$ cat src/rtl/rr_alu_pkg.sv
package rr_alu_pkg;
   typedef enum logic [2:0] {
      OP_ADD, OP_ADC, OP_SUB, OP_SBC, OP_AND, OP_OR, OP_EOR, OP_CMP
   } rr_op_e;

   localparam logic [3:0] RC_D  = 4'h0;
   localparam logic [3:0] RC_X  = 4'h1;
   localparam logic [3:0] RC_Y  = 4'h2;
   localparam logic [3:0] RC_U  = 4'h3;
   localparam logic [3:0] RC_S  = 4'h4;
   localparam logic [3:0] RC_PC = 4'h5;
   localparam logic [3:0] RC_W  = 4'h6;
   localparam logic [3:0] RC_V  = 4'h7;
   localparam logic [3:0] RC_A  = 4'h8;
   localparam logic [3:0] RC_B  = 4'h9;
   localparam logic [3:0] RC_CC = 4'hA;
   localparam logic [3:0] RC_DP = 4'hB;
   localparam logic [3:0] RC_E  = 4'hE;
   localparam logic [3:0] RC_F  = 4'hF;

   localparam int FLAG_C = 0;
   localparam int FLAG_V = 1;
   localparam int FLAG_Z = 2;
   localparam int FLAG_N = 3;

   function automatic logic code_is_wide(input logic [3:0] c);
      return !c[3];
   endfunction
endpackage

$ cat src/rtl/rr_alu_core.sv
module rr_alu_core
   import rr_alu_pkg::*;
#(
   parameter int BYTE_W = 8
) (
   input  rr_op_e                  op,
   input  logic                    wide,
   input  logic [2*BYTE_W-1:0]     dst_val,
   input  logic [2*BYTE_W-1:0]     src_val,
   input  logic                    cin,
   output logic [2*BYTE_W-1:0]     res,
   output logic [3:0]              flags
);
   localparam int WORD_W = 2 * BYTE_W;

   logic [WORD_W:0] raw;
   logic [WORD_W:0] cx;
   logic            is_arith, is_sub, r_msb, a_msb, b_msb, carry, ovf;

   always_comb begin
      is_sub   = (op == OP_SUB) || (op == OP_SBC) || (op == OP_CMP);
      is_arith = is_sub || (op == OP_ADD) || (op == OP_ADC);
      cx       = {{WORD_W{1'b0}}, cin && ((op == OP_ADC) || (op == OP_SBC))};
      case (op)
         OP_ADD, OP_ADC: raw = {1'b0, dst_val} + {1'b0, src_val} + cx;
         OP_SUB, OP_SBC,
         OP_CMP:         raw = {1'b0, dst_val} - {1'b0, src_val} - cx;
         OP_AND:         raw = {1'b0, dst_val & src_val};
         OP_OR:          raw = {1'b0, dst_val | src_val};
         default:        raw = {1'b0, dst_val ^ src_val};
      endcase
      res   = wide ? raw[WORD_W-1:0] : {{BYTE_W{1'b0}}, raw[BYTE_W-1:0]};
      carry = wide ? raw[WORD_W] : raw[BYTE_W];
      r_msb = wide ? raw[WORD_W-1] : raw[BYTE_W-1];
      a_msb = wide ? dst_val[WORD_W-1] : dst_val[BYTE_W-1];
      b_msb = wide ? src_val[WORD_W-1] : src_val[BYTE_W-1];
      ovf   = is_sub ? ((a_msb != b_msb) && (r_msb != a_msb))
                     : ((a_msb == b_msb) && (r_msb != a_msb));
      flags[FLAG_N] = r_msb;
      flags[FLAG_Z] = (res == '0);
      flags[FLAG_V] = is_arith && ovf;
      flags[FLAG_C] = is_arith ? carry : cin;
   end
endmodule

$ cat src/rtl/rr_regfile.sv
module rr_regfile
   import rr_alu_pkg::*;
#(
   parameter int BYTE_W = 8
) (
   input  logic                  clk,
   input  logic                  rst_n,
   input  logic                  wr_en,
   input  logic [3:0]            wr_sel,
   input  logic [2*BYTE_W-1:0]   wr_data,
   input  logic                  cc_en,
   input  logic [BYTE_W-1:0]     cc_data,
   input  logic [3:0]            rd_a_sel,
   input  logic [3:0]            rd_b_sel,
   input  logic [3:0]            dbg_sel,
   output logic [2*BYTE_W-1:0]   rd_a,
   output logic [2*BYTE_W-1:0]   rd_b,
   output logic [2*BYTE_W-1:0]   dbg_data,
   output logic [4*BYTE_W-1:0]   q_view,
   output logic [BYTE_W-1:0]     cc_q
);
   localparam int WORD_W = 2 * BYTE_W;
   localparam int NPTR   = 5;
   localparam logic [BYTE_W-1:0] ZB = '0;

   logic [BYTE_W-1:0] a_q, b_q, e_q, f_q, dp_q;
   logic [WORD_W-1:0] v_q;
   logic [WORD_W-1:0] ptr_rd [NPTR];

   for (genvar i = 0; i < NPTR; i++) begin : g_ptr
      logic [WORD_W-1:0] q;
      always_ff @(posedge clk) begin
         if (!rst_n)                                q <= '0;
         else if (wr_en && (wr_sel == 4'(i + 1)))   q <= wr_data;
      end
      assign ptr_rd[i] = q;
   end

   // the value register has no reset on purpose
   always_ff @(posedge clk) begin
      if (wr_en && (wr_sel == RC_V)) v_q <= wr_data;
   end

   always_ff @(posedge clk) begin
      if (!rst_n) begin
         a_q <= '0; b_q <= '0; e_q <= '0; f_q <= '0; dp_q <= '0; cc_q <= '0;
      end else begin
         if (wr_en && (wr_sel == RC_A))      a_q <= wr_data[BYTE_W-1:0];
         else if (wr_en && (wr_sel == RC_D)) a_q <= wr_data[WORD_W-1:BYTE_W];
         if (wr_en && ((wr_sel == RC_B) || (wr_sel == RC_D))) b_q <= wr_data[BYTE_W-1:0];
         if (wr_en && (wr_sel == RC_E))      e_q <= wr_data[BYTE_W-1:0];
         else if (wr_en && (wr_sel == RC_W)) e_q <= wr_data[WORD_W-1:BYTE_W];
         if (wr_en && ((wr_sel == RC_F) || (wr_sel == RC_W))) f_q <= wr_data[BYTE_W-1:0];
         if (wr_en && (wr_sel == RC_DP))     dp_q <= wr_data[BYTE_W-1:0];
         if (wr_en && (wr_sel == RC_CC))     cc_q <= wr_data[BYTE_W-1:0];
         else if (cc_en)                     cc_q <= cc_data;
      end
   end

   function automatic logic [WORD_W-1:0] rd(input logic [3:0] c);
      case (c)
         RC_D:    return {a_q, b_q};
         RC_X:    return ptr_rd[0];
         RC_Y:    return ptr_rd[1];
         RC_U:    return ptr_rd[2];
         RC_S:    return ptr_rd[3];
         RC_PC:   return ptr_rd[4];
         RC_W:    return {e_q, f_q};
         RC_V:    return v_q;
         RC_A:    return {ZB, a_q};
         RC_B:    return {ZB, b_q};
         RC_CC:   return {ZB, cc_q};
         RC_DP:   return {ZB, dp_q};
         RC_E:    return {ZB, e_q};
         RC_F:    return {ZB, f_q};
         default: return '0;
      endcase
   endfunction

   assign rd_a     = rd(rd_a_sel);
   assign rd_b     = rd(rd_b_sel);
   assign dbg_data = rd(dbg_sel);
   assign q_view   = {a_q, b_q, e_q, f_q};

   assert_v_hold_R9: assert property (@(posedge clk) disable iff (!rst_n)
      !(wr_en && (wr_sel == RC_V)) |=> $stable(v_q));

   assert_reserved_drop_R8: assert property (@(posedge clk) disable iff (!rst_n)
      (wr_en && (wr_sel[3:1] == 3'b110) && !cc_en) |=>
         ($stable(q_view) && $stable(dp_q) && $stable(cc_q) && $stable(v_q)));

   assert_a_in_d_R1: assert property (@(posedge clk) disable iff (!rst_n)
      (wr_en && (wr_sel == RC_A)) |=> (q_view[4*BYTE_W-1:3*BYTE_W] == $past(wr_data[BYTE_W-1:0])));
endmodule

$ cat src/rtl/rr_alu_unit.sv
module rr_alu_unit
   import rr_alu_pkg::*;
#(
   parameter int BYTE_W = 8
) (
   input  logic                  clk,
   input  logic                  rst_n,
   input  logic                  go,
   input  logic [2:0]            op_sel,
   input  logic [7:0]            postbyte,
   input  logic                  ld_en,
   input  logic [3:0]            ld_sel,
   input  logic [2*BYTE_W-1:0]   ld_data,
   input  logic [3:0]            dbg_sel,
   output logic [2*BYTE_W-1:0]   dbg_data,
   output logic [4*BYTE_W-1:0]   q_view
);
   localparam int WORD_W = 2 * BYTE_W;

   if (BYTE_W < 4) begin : g_bad_width
      $error("rr_alu_unit: BYTE_W must be at least 4");
   end

   rr_op_e            op;
   logic [3:0]        src_c, dst_c;
   logic              wide, is_cmp, dst_is_cc;
   logic [WORD_W-1:0] src_v, dst_v, res;
   logic [3:0]        flags;
   logic [BYTE_W-1:0] cc_q, cc_next;
   logic              wr_en, cc_en;
   logic [3:0]        wr_sel;
   logic [WORD_W-1:0] wr_data;

   assign op        = rr_op_e'(op_sel);
   assign src_c     = postbyte[7:4];
   assign dst_c     = postbyte[3:0];
   assign wide      = code_is_wide(src_c) || code_is_wide(dst_c);
   assign is_cmp    = (op == OP_CMP);
   assign dst_is_cc = (dst_c == RC_CC);

   always_comb begin
      if (go) begin
         wr_en   = !is_cmp;
         wr_sel  = dst_c;
         wr_data = res;
      end else begin
         wr_en   = ld_en;
         wr_sel  = ld_sel;
         wr_data = ld_data;
      end
      cc_en   = go && !(dst_is_cc && !is_cmp);
      cc_next = {cc_q[BYTE_W-1:4], flags};
   end

   rr_regfile #(.BYTE_W(BYTE_W)) u_rf (
      .clk(clk), .rst_n(rst_n),
      .wr_en(wr_en), .wr_sel(wr_sel), .wr_data(wr_data),
      .cc_en(cc_en), .cc_data(cc_next),
      .rd_a_sel(dst_c), .rd_b_sel(src_c), .dbg_sel(dbg_sel),
      .rd_a(dst_v), .rd_b(src_v), .dbg_data(dbg_data),
      .q_view(q_view), .cc_q(cc_q)
   );

   rr_alu_core #(.BYTE_W(BYTE_W)) u_core (
      .op(op), .wide(wide), .dst_val(dst_v), .src_val(src_v),
      .cin(cc_q[FLAG_C]), .res(res), .flags(flags)
   );

   assert_logic_flags_R6: assert property (@(posedge clk) disable iff (!rst_n)
      (go && (op_sel >= 3'd4) && (op_sel != 3'd7) && !dst_is_cc) |=>
         (!cc_q[FLAG_V] && (cc_q[FLAG_C] == $past(cc_q[FLAG_C]))));

   assert_cmp_nowrite_R7: assert property (@(posedge clk) disable iff (!rst_n)
      (go && is_cmp) |=> $stable(q_view));
endmodule

$ cat config.mk
export PLATFORM = sky130hd
export DESIGN_NAME = rr_alu_unit
export DESIGN_NICKNAME = d
export VERILOG_FILES = /design/src/rtl/rr_alu_pkg.sv /design/src/rtl/rr_alu_core.sv /design/src/rtl/rr_regfile.sv /design/src/rtl/rr_alu_unit.sv
export SDC_FILE = /design/constraint.sdc
export NUM_CORES = 1
export LEC_CHECK = 0
export BUFFER_PORTS_ARGS = -buffer_cell sky130_fd_sc_hd__buf_2
export CORE_ASPECT_RATIO = 0.9
export CORE_MARGIN = 3
export CORE_UTILIZATION = 39
export CTS_CLUSTER_DIAMETER = 50
export CTS_CLUSTER_SIZE = 12
export DETAILED_ROUTE_END_ITERATION = 8
export HOLD_SLACK_MARGIN = 0.12
export PLACE_DENSITY = 0.63
export REMOVE_ABC_BUFFERS = 1
export SLEW_MARGIN = 20
export SYNTH_ARGS = -nofsm -noshare
export SYNTH_HDL_FRONTEND = slang
export SYNTH_HIERARCHICAL = 1
export SYNTH_SLANG_ARGS = --single-unit
$ cat constraint.sdc
create_clock -name clk -period 10.6 [get_ports clk]
set_clock_uncertainty 0.15 [all_clocks]
set_input_delay 1.06 -clock clk [delete_from_list [all_inputs] [get_ports clk]]
set_output_delay 1.06 -clock clk [all_outputs]
set_load 0.02 [all_outputs]
==> results_dict.tcl, run 1 <==
set metrics [dict create \
    outcome "finished, final reports clean" \
    start_kind "primary input" \
    clock_latency_ns 0.44 \
    rsz0062_at_grt "false" \
    port_buffers 86 \
    dp_cells 1989 \
    peakVddDrop_mv 0.0795 \
    grt_usage 0.299 \
    grt_pass1_wl_um 82200 \
    synth-main-ff-cell "dfxtp_1" \
    cp.required_ns 10.77 \
    hold_ws_ns 0.353 \
    setup_viol 0 \
    p_total_mw 1.73 \
    grt_antenna_before_repair 0 \
    final_max_slew_viol_count 0 \
    overflow 0 \
    layoutNonFillerInstCount 2021 \
    internal_power_mw 1.09 \
    wl_um 55300 \
    dieHeight_um 180 \
    maxSlewHeadroom 0.239 \
    h-tree-depth 4 \
    fmax_mhz 147 \
    cts_inserted_buffers 17 \
    num_antenna_cells 0 \
    power_frac_comb 0.288 \
    yosysSeqAreaShare 0.231 \
    clock_sinks 144 \
    cts-resized-gates 0 \
    hold_buffers 0 \
    layout.nets 1691 \
    utilization 0.430 \
    grt_start_max_net_pins 76 \
    hpwl_um 40100 \
    num_rows 63 \
    syn_area_per_cell_sq_um 8.21 \
    route.detailed.drc 0 \
    cts_tree "built" \
    gp_congestion 0.987 \
    path_clk_slew_ns 0.06 \
    drt.antenna.violating_nets 0 \
    finalHoldViolCount 0 \
    firstDrtPassIters 7 \
    fp.dieW_um 200 \
    p_seq_frac 0.348 \
    hold_path.class "flip-flop to flip-flop" \
    initial_utilization 0.398 \
    synth_cell_types 89 \
    min_path_cells 2 \
    synth_edf_count 16 \
    period_share 0.640 \
    fin_setup_tns_ns 0 \
    grt_pass1_vias 12700 \
    cts_buffer_depth 2 \
    powerDensity_mw_per_mm2 122 \
    layout_min_cycle_time_ns 6.79 \
    wl_per_cell_um 27.4 \
    worstPathArrival_ns 6.96 \
    synth_area_sq_mm 0.0132 \
    async_flop_share 0 \
    postCtsSetupBuffers 0 \
    ys_seq_elements 144 \
    p_leak_nw 5.36 \
    crit_type "primary input to flip-flop" \
    dieArea_sq_mm 0.0360 \
    core_area_sq_mm 0.0331 \
    end_kind "flip-flop" \
    r2r_cells 15 \
    vias 13700 \
    p_clk_frac 0.364 \
    yosys_warnings 6 \
    cp_max_fo 18 \
    root_buffer "clkbuf_16" \
    viasPerCell 6.78 \
    power.switching_mw 0.641 \
    initialDrtViolationCount 1902 \
    io-pin-count 87 \
    max_cap_viol_count 0 \
    switching_share 0.370 \
    drive_above_1_share 0.138 \
    synthToLayoutAreaGrowth_pct 8.12 \
    tightest_slew_ns 1.14 \
    netlist_instances 1602 \
]
==> layout make-up <==
| cell class | instances | area (sq um) |
|---|---|---|
| clock inverter | 15 | 171 |
| multi-input combinational | 1244 | 9190 |
| sequential | 144 | 3040 |
| clock buffer | 17 | 425 |
| tap | 422 | 528 |
| fill | 3318 | 18900 |
| timing repair buffer | 111 | 621 |
| inverter | 68 | 255 |
==> registers in the layout, summed over array words and instances, names as in the netlist <==
signal / cells
u_rf/cc_q: 8
u_rf/e_q: 8
u_rf/v_q: 16
u_rf/a_q: 8
u_rf/b_q: 8
u_rf/dp_q: 8
u_rf/f_q: 8
u_rf/g_ptr.q: 80
==> cells in the mapped netlist, types with 15 or more instances <==
| master | number | share of area |
|---|---|---|
| a21oi_1 | 50 | 0.019 |
| a21boi_0 | 51 | 0.029 |
| nor2_1 | 60 | 0.017 |
| edfxtp_1 | 16 | 0.037 |
| o22ai_1 | 32 | 0.015 |
| mux2i_1 | 96 | 0.073 |
| buf_2 | 45 | 0.017 |
| dfxtp_1 | 128 | 0.19 |
| and2_1 | 15 | 0.0071 |
| nor3_1 | 30 | 0.011 |
| nand3_1 | 16 | 0.0061 |
| a22oi_1 | 88 | 0.050 |
| inv_1 | 67 | 0.019 |
| nand2_1 | 173 | 0.049 |
| a222oi_1 | 17 | 0.013 |
| clkbuf_1 | 74 | 0.021 |
| o211ai_1 | 32 | 0.018 |
| o21ai_0 | 47 | 0.018 |
| mux2_2 | 33 | 0.028 |
| a31oi_1 | 17 | 0.0081 |
| ha_1 | 62 | 0.059 |
| nor2b_1 | 74 | 0.035 |
| o32a_1 | 18 | 0.014 |
| a22o_1 | 58 | 0.039 |
==> per-layer routing <==
layer	vias to the layer above	part of all wire	GRT usage	wire (um)
li1	6011	-	-	-
met1	6614	0.42	0.422	23300
met2	917	0.42	0.436	23200
met3	159	0.11	0.0720	6340
met4	0	0.044	0.119	2450
met5	-	0	0	0
==> power by group through the flow <==
stage / clock, mW / combinational (mW) / sequential, mW
after CTS: 0.637 / 0.483 / 0.601
after global routing: 0.660 / 0.529 / 0.604
after global placement: 0 / 0.473 / 0.614
after floorplan: 0 / 0.295 / 0.603
final: 0.632 / 0.499 / 0.604
after detailed placement: 0 / 0.481 / 0.613
==> worst paths after layout <==
kind	startpoint	end	slack, ns
min	u_rf/g_ptr[3].q[10]	u_rf/g_ptr[3].q[10]	0.35
max	postbyte[3]	u_rf/e_q[7]	3.81
max reg2reg	u_rf/v_q[0]	u_rf/e_q[2]	5.25
min reg2reg	u_rf/g_ptr[3].q[10]	u_rf/g_ptr[3].q[10]	0.35
==> metrics by stage <==
step	cell area [sq um]	worst slack [ns]
global placement	13600	3.58
floorplan	12500	4.90
global route	14200	3.58
CTS	14200	4.04
detailed placement	13600	3.61
finish	14200	3.81
==> logic make-up (layout without fill, tap and decap cells) <==
family                     Yosys count  after routing  share of synthesized area
xor gates and xnor gates            12             12                    0.00856
AOI/OAI and AO/OA                  547            547                      0.313
and+or+nand+nor                    479            479                      0.190
muxes                              140            140                      0.120
buffers and inverters              214            211                     0.0724
adders and majority gates           66             66                     0.0650
DFF                                144            144                      0.231
==> critical path: stages <==
cell      delay [ns]
buf_2           0.36
nor2b_1         0.19
buf_4           0.29
nor2b_1         0.65
a32oi_1         0.09
o211ai_1        0.87
inv_1           0.21
ha_1            0.40
a211oi_1        0.47
o21a_1          0.25
o31ai_1         0.16
a221oi_1        0.44
xnor2_1         0.12
a31oi_1         0.45
inv_1           0.08
mux2_2          0.39
mux2i_1         0.20
nand2_1         0.09
o211a_1         0.16
==> cell usage in the layout, fill, tap and decap left out, drive strengths merged, types with 10 or more instances in the layout <==
master  synthesis  routed
and2           15      15
a22oi          88      88
nand2b         11      11
o22ai          32      32
a22o           58      58
o21ai          49      49
mux2           33      33
clkbuf         76      17
mux4           11      11
nor3           34      34
inv            68      77
buf            70     111
and3           13      13
nand3b         14      14
o211ai         32      32
a21boi         65      65
dfxtp         128     128
a222oi         17      17
nand2         174     174
o211a          10      10
a32oi          10      10
nor3b          11      11
o21a           10      10
ha             62      62
nand3          16      16
edfxtp         16      16
a21o           11      11
nor2           62      62
nor2b          75      75
mux2i          96      96
a31oi          17      17
or4            12      12
o32a           18      18
a21oi          50      50
a211oi         13      13
No activity file was read; power rests on OpenSTA's default activity.
==> run 2: changes to the inputs <==
==> constraint.sdc (replaced) <==
create_clock -name clk -period 7.02 [get_ports clk]
set_clock_uncertainty 0.15 [all_clocks]
set_input_delay 0.702 -clock clk [delete_from_list [all_inputs] [get_ports clk]]
set_output_delay 0.702 -clock clk [all_outputs]
set_load 0.02 [all_outputs]
==> results_dict.tcl, run 2 (synthesis results as in run 1) <==
set metrics [dict create \
    hold_buffers 0 \
    peakVddDrop_mv 0.136 \
    cts_buffer_depth 2 \
    drt.antenna.violating_nets 0 \
    wl_per_cell_um 27.0 \
    postCtsSetupBuffers 0 \
    dieArea_sq_mm 0.0360 \
    initialDrtViolationCount 1991 \
    r2r_cells 17 \
    grt_usage 0.293 \
    tightest_slew_ns 1.14 \
    cp_max_fo 15 \
    hold_path.class "flip-flop to flip-flop" \
    layout.nets 1703 \
    cts-resized-gates 0 \
    finalHoldViolCount 0 \
    clock_latency_ns 0.43 \
    powerDensity_mw_per_mm2 182 \
    utilization 0.433 \
    final_max_slew_viol_count 0 \
    grt_pass1_wl_um 80400 \
    h-tree-depth 4 \
    root_buffer "clkbuf_16" \
    end_kind "flip-flop" \
    period_share 0.836 \
    synthToLayoutAreaGrowth_pct 8.84 \
    drive_above_1_share 0.143 \
    cts_tree "built" \
    fin_setup_tns_ns 0 \
    final_common_cell "nand2_1" \
    rsz0062_at_grt "false" \
    port_buffers 86 \
    overflow 0 \
    min_path_cells 2 \
    top_regs "u_rf/g_ptr.q x80, u_rf/v_q x16" \
    crit_type "primary input to flip-flop" \
    setup_viol 0 \
    hpwl_um 40500 \
    firstDrtPassIters 9 \
    maxSlewHeadroom 0.233 \
    final_cell_mix "nand2_1 (173), dfxtp_1 (128), mux2i_1 (96), a22oi_1 (88), buf_2 (85)" \
    cts_inserted_buffers 17 \
    wl_um 54900 \
    grt_pass1_vias 12400 \
    max_cap_viol_count 0 \
    clock_sinks 144 \
    core_area_sq_mm 0.0331 \
    cp.required_ns 7.23 \
    start_kind "primary input" \
    dieHeight_um 180 \
    vias 13800 \
    layout_min_cycle_time_ns 5.87 \
    initial_utilization 0.398 \
    largest_reg_flops 80 \
    gp_congestion 1.04 \
    viasPerCell 6.77 \
    num_rows 63 \
    path_clk_slew_ns 0.06 \
    top_register "u_rf/g_ptr.q" \
    fmax_mhz 170 \
    outcome "finished, final reports clean" \
    worstPathArrival_ns 6.08 \
    grt_antenna_before_repair 0 \
    route.detailed.drc 0 \
    p_leak_nw 5.42 \
    num_antenna_cells 0 \
    io-pin-count 87 \
    fp.dieW_um 200 \
    grt_start_max_net_pins 75 \
]
run 2: power breakdown:
part | total, mW | internal (mW) | leakage, nW | switching, mW
clock | 0.943 | 0.567 | 0.297 | 0.375
sequential | 0.910 | 0.860 | 1.18 | 0.0504
combinational | 0.751 | 0.259 | 3.94 | 0.492
total | 2.60 | 1.69 | 5.42 | 0.918
run 2: through the flow:
stage	cell area (sq um)	instances	worst slack (ns)	total power [mW]	hold slack (ns)
global route	14300	2033	0.757	2.69	0.379
finish	14300	2033	1.15	2.60	0.354
floorplan	12500	1456	1.68	1.36	0.302
global placement	13700	2001	0.910	1.64	0.330
detailed placement	13700	2001	0.834	1.65	0.340
CTS	14300	2033	1.25	2.58	0.353
run 2: final timing paths:
path,slack [ns],to,start
worst max-delay path,1.15,u_rf/cc_q[1],postbyte[0]
worst min-delay path,0.35,u_rf/g_ptr[3].q[12],u_rf/g_ptr[3].q[12]
worst max register to register,1.78,u_rf/cc_q[1],u_rf/e_q[1]
worst min register to register,0.35,u_rf/g_ptr[3].q[12],u_rf/g_ptr[3].q[12]
run 2: cell type report:
class,instances,area (sq um)
well taps,422,528
multi-input cells,1244,9180
inverters,68,255
clock inverters,10,123
clock buffers,22,485
repair buffers,123,711
flip-flops and latches,144,3040
fillers,3352,18800
run 2: worst max-delay path, cell delays in order:
cell      delay (ns)
buf_2           0.33
buf_4           0.31
nor2_1          0.18
a22o_1          0.25
a222oi_1        0.47
o211ai_1        0.38
fa_1            0.55
ha_1            0.36
a211oi_4        0.08
o211ai_1        0.34
o221ai_1        0.30
or4_1           0.52
a311oi_1        0.35
a31oi_1         0.17
a211o_1         0.33
a21boi_1        0.13
mux2i_1         0.09
nand2_1         0.09
o211a_1         0.14
run 2: metal layers:
layer  GRT usage  routed length, um  up-vias
li1            -                  -     6032
met1       0.415              23000     6618
met2       0.438              23300      956
met3      0.0615               6530      150
met4       0.105               2070        0
met5           0                  0        -
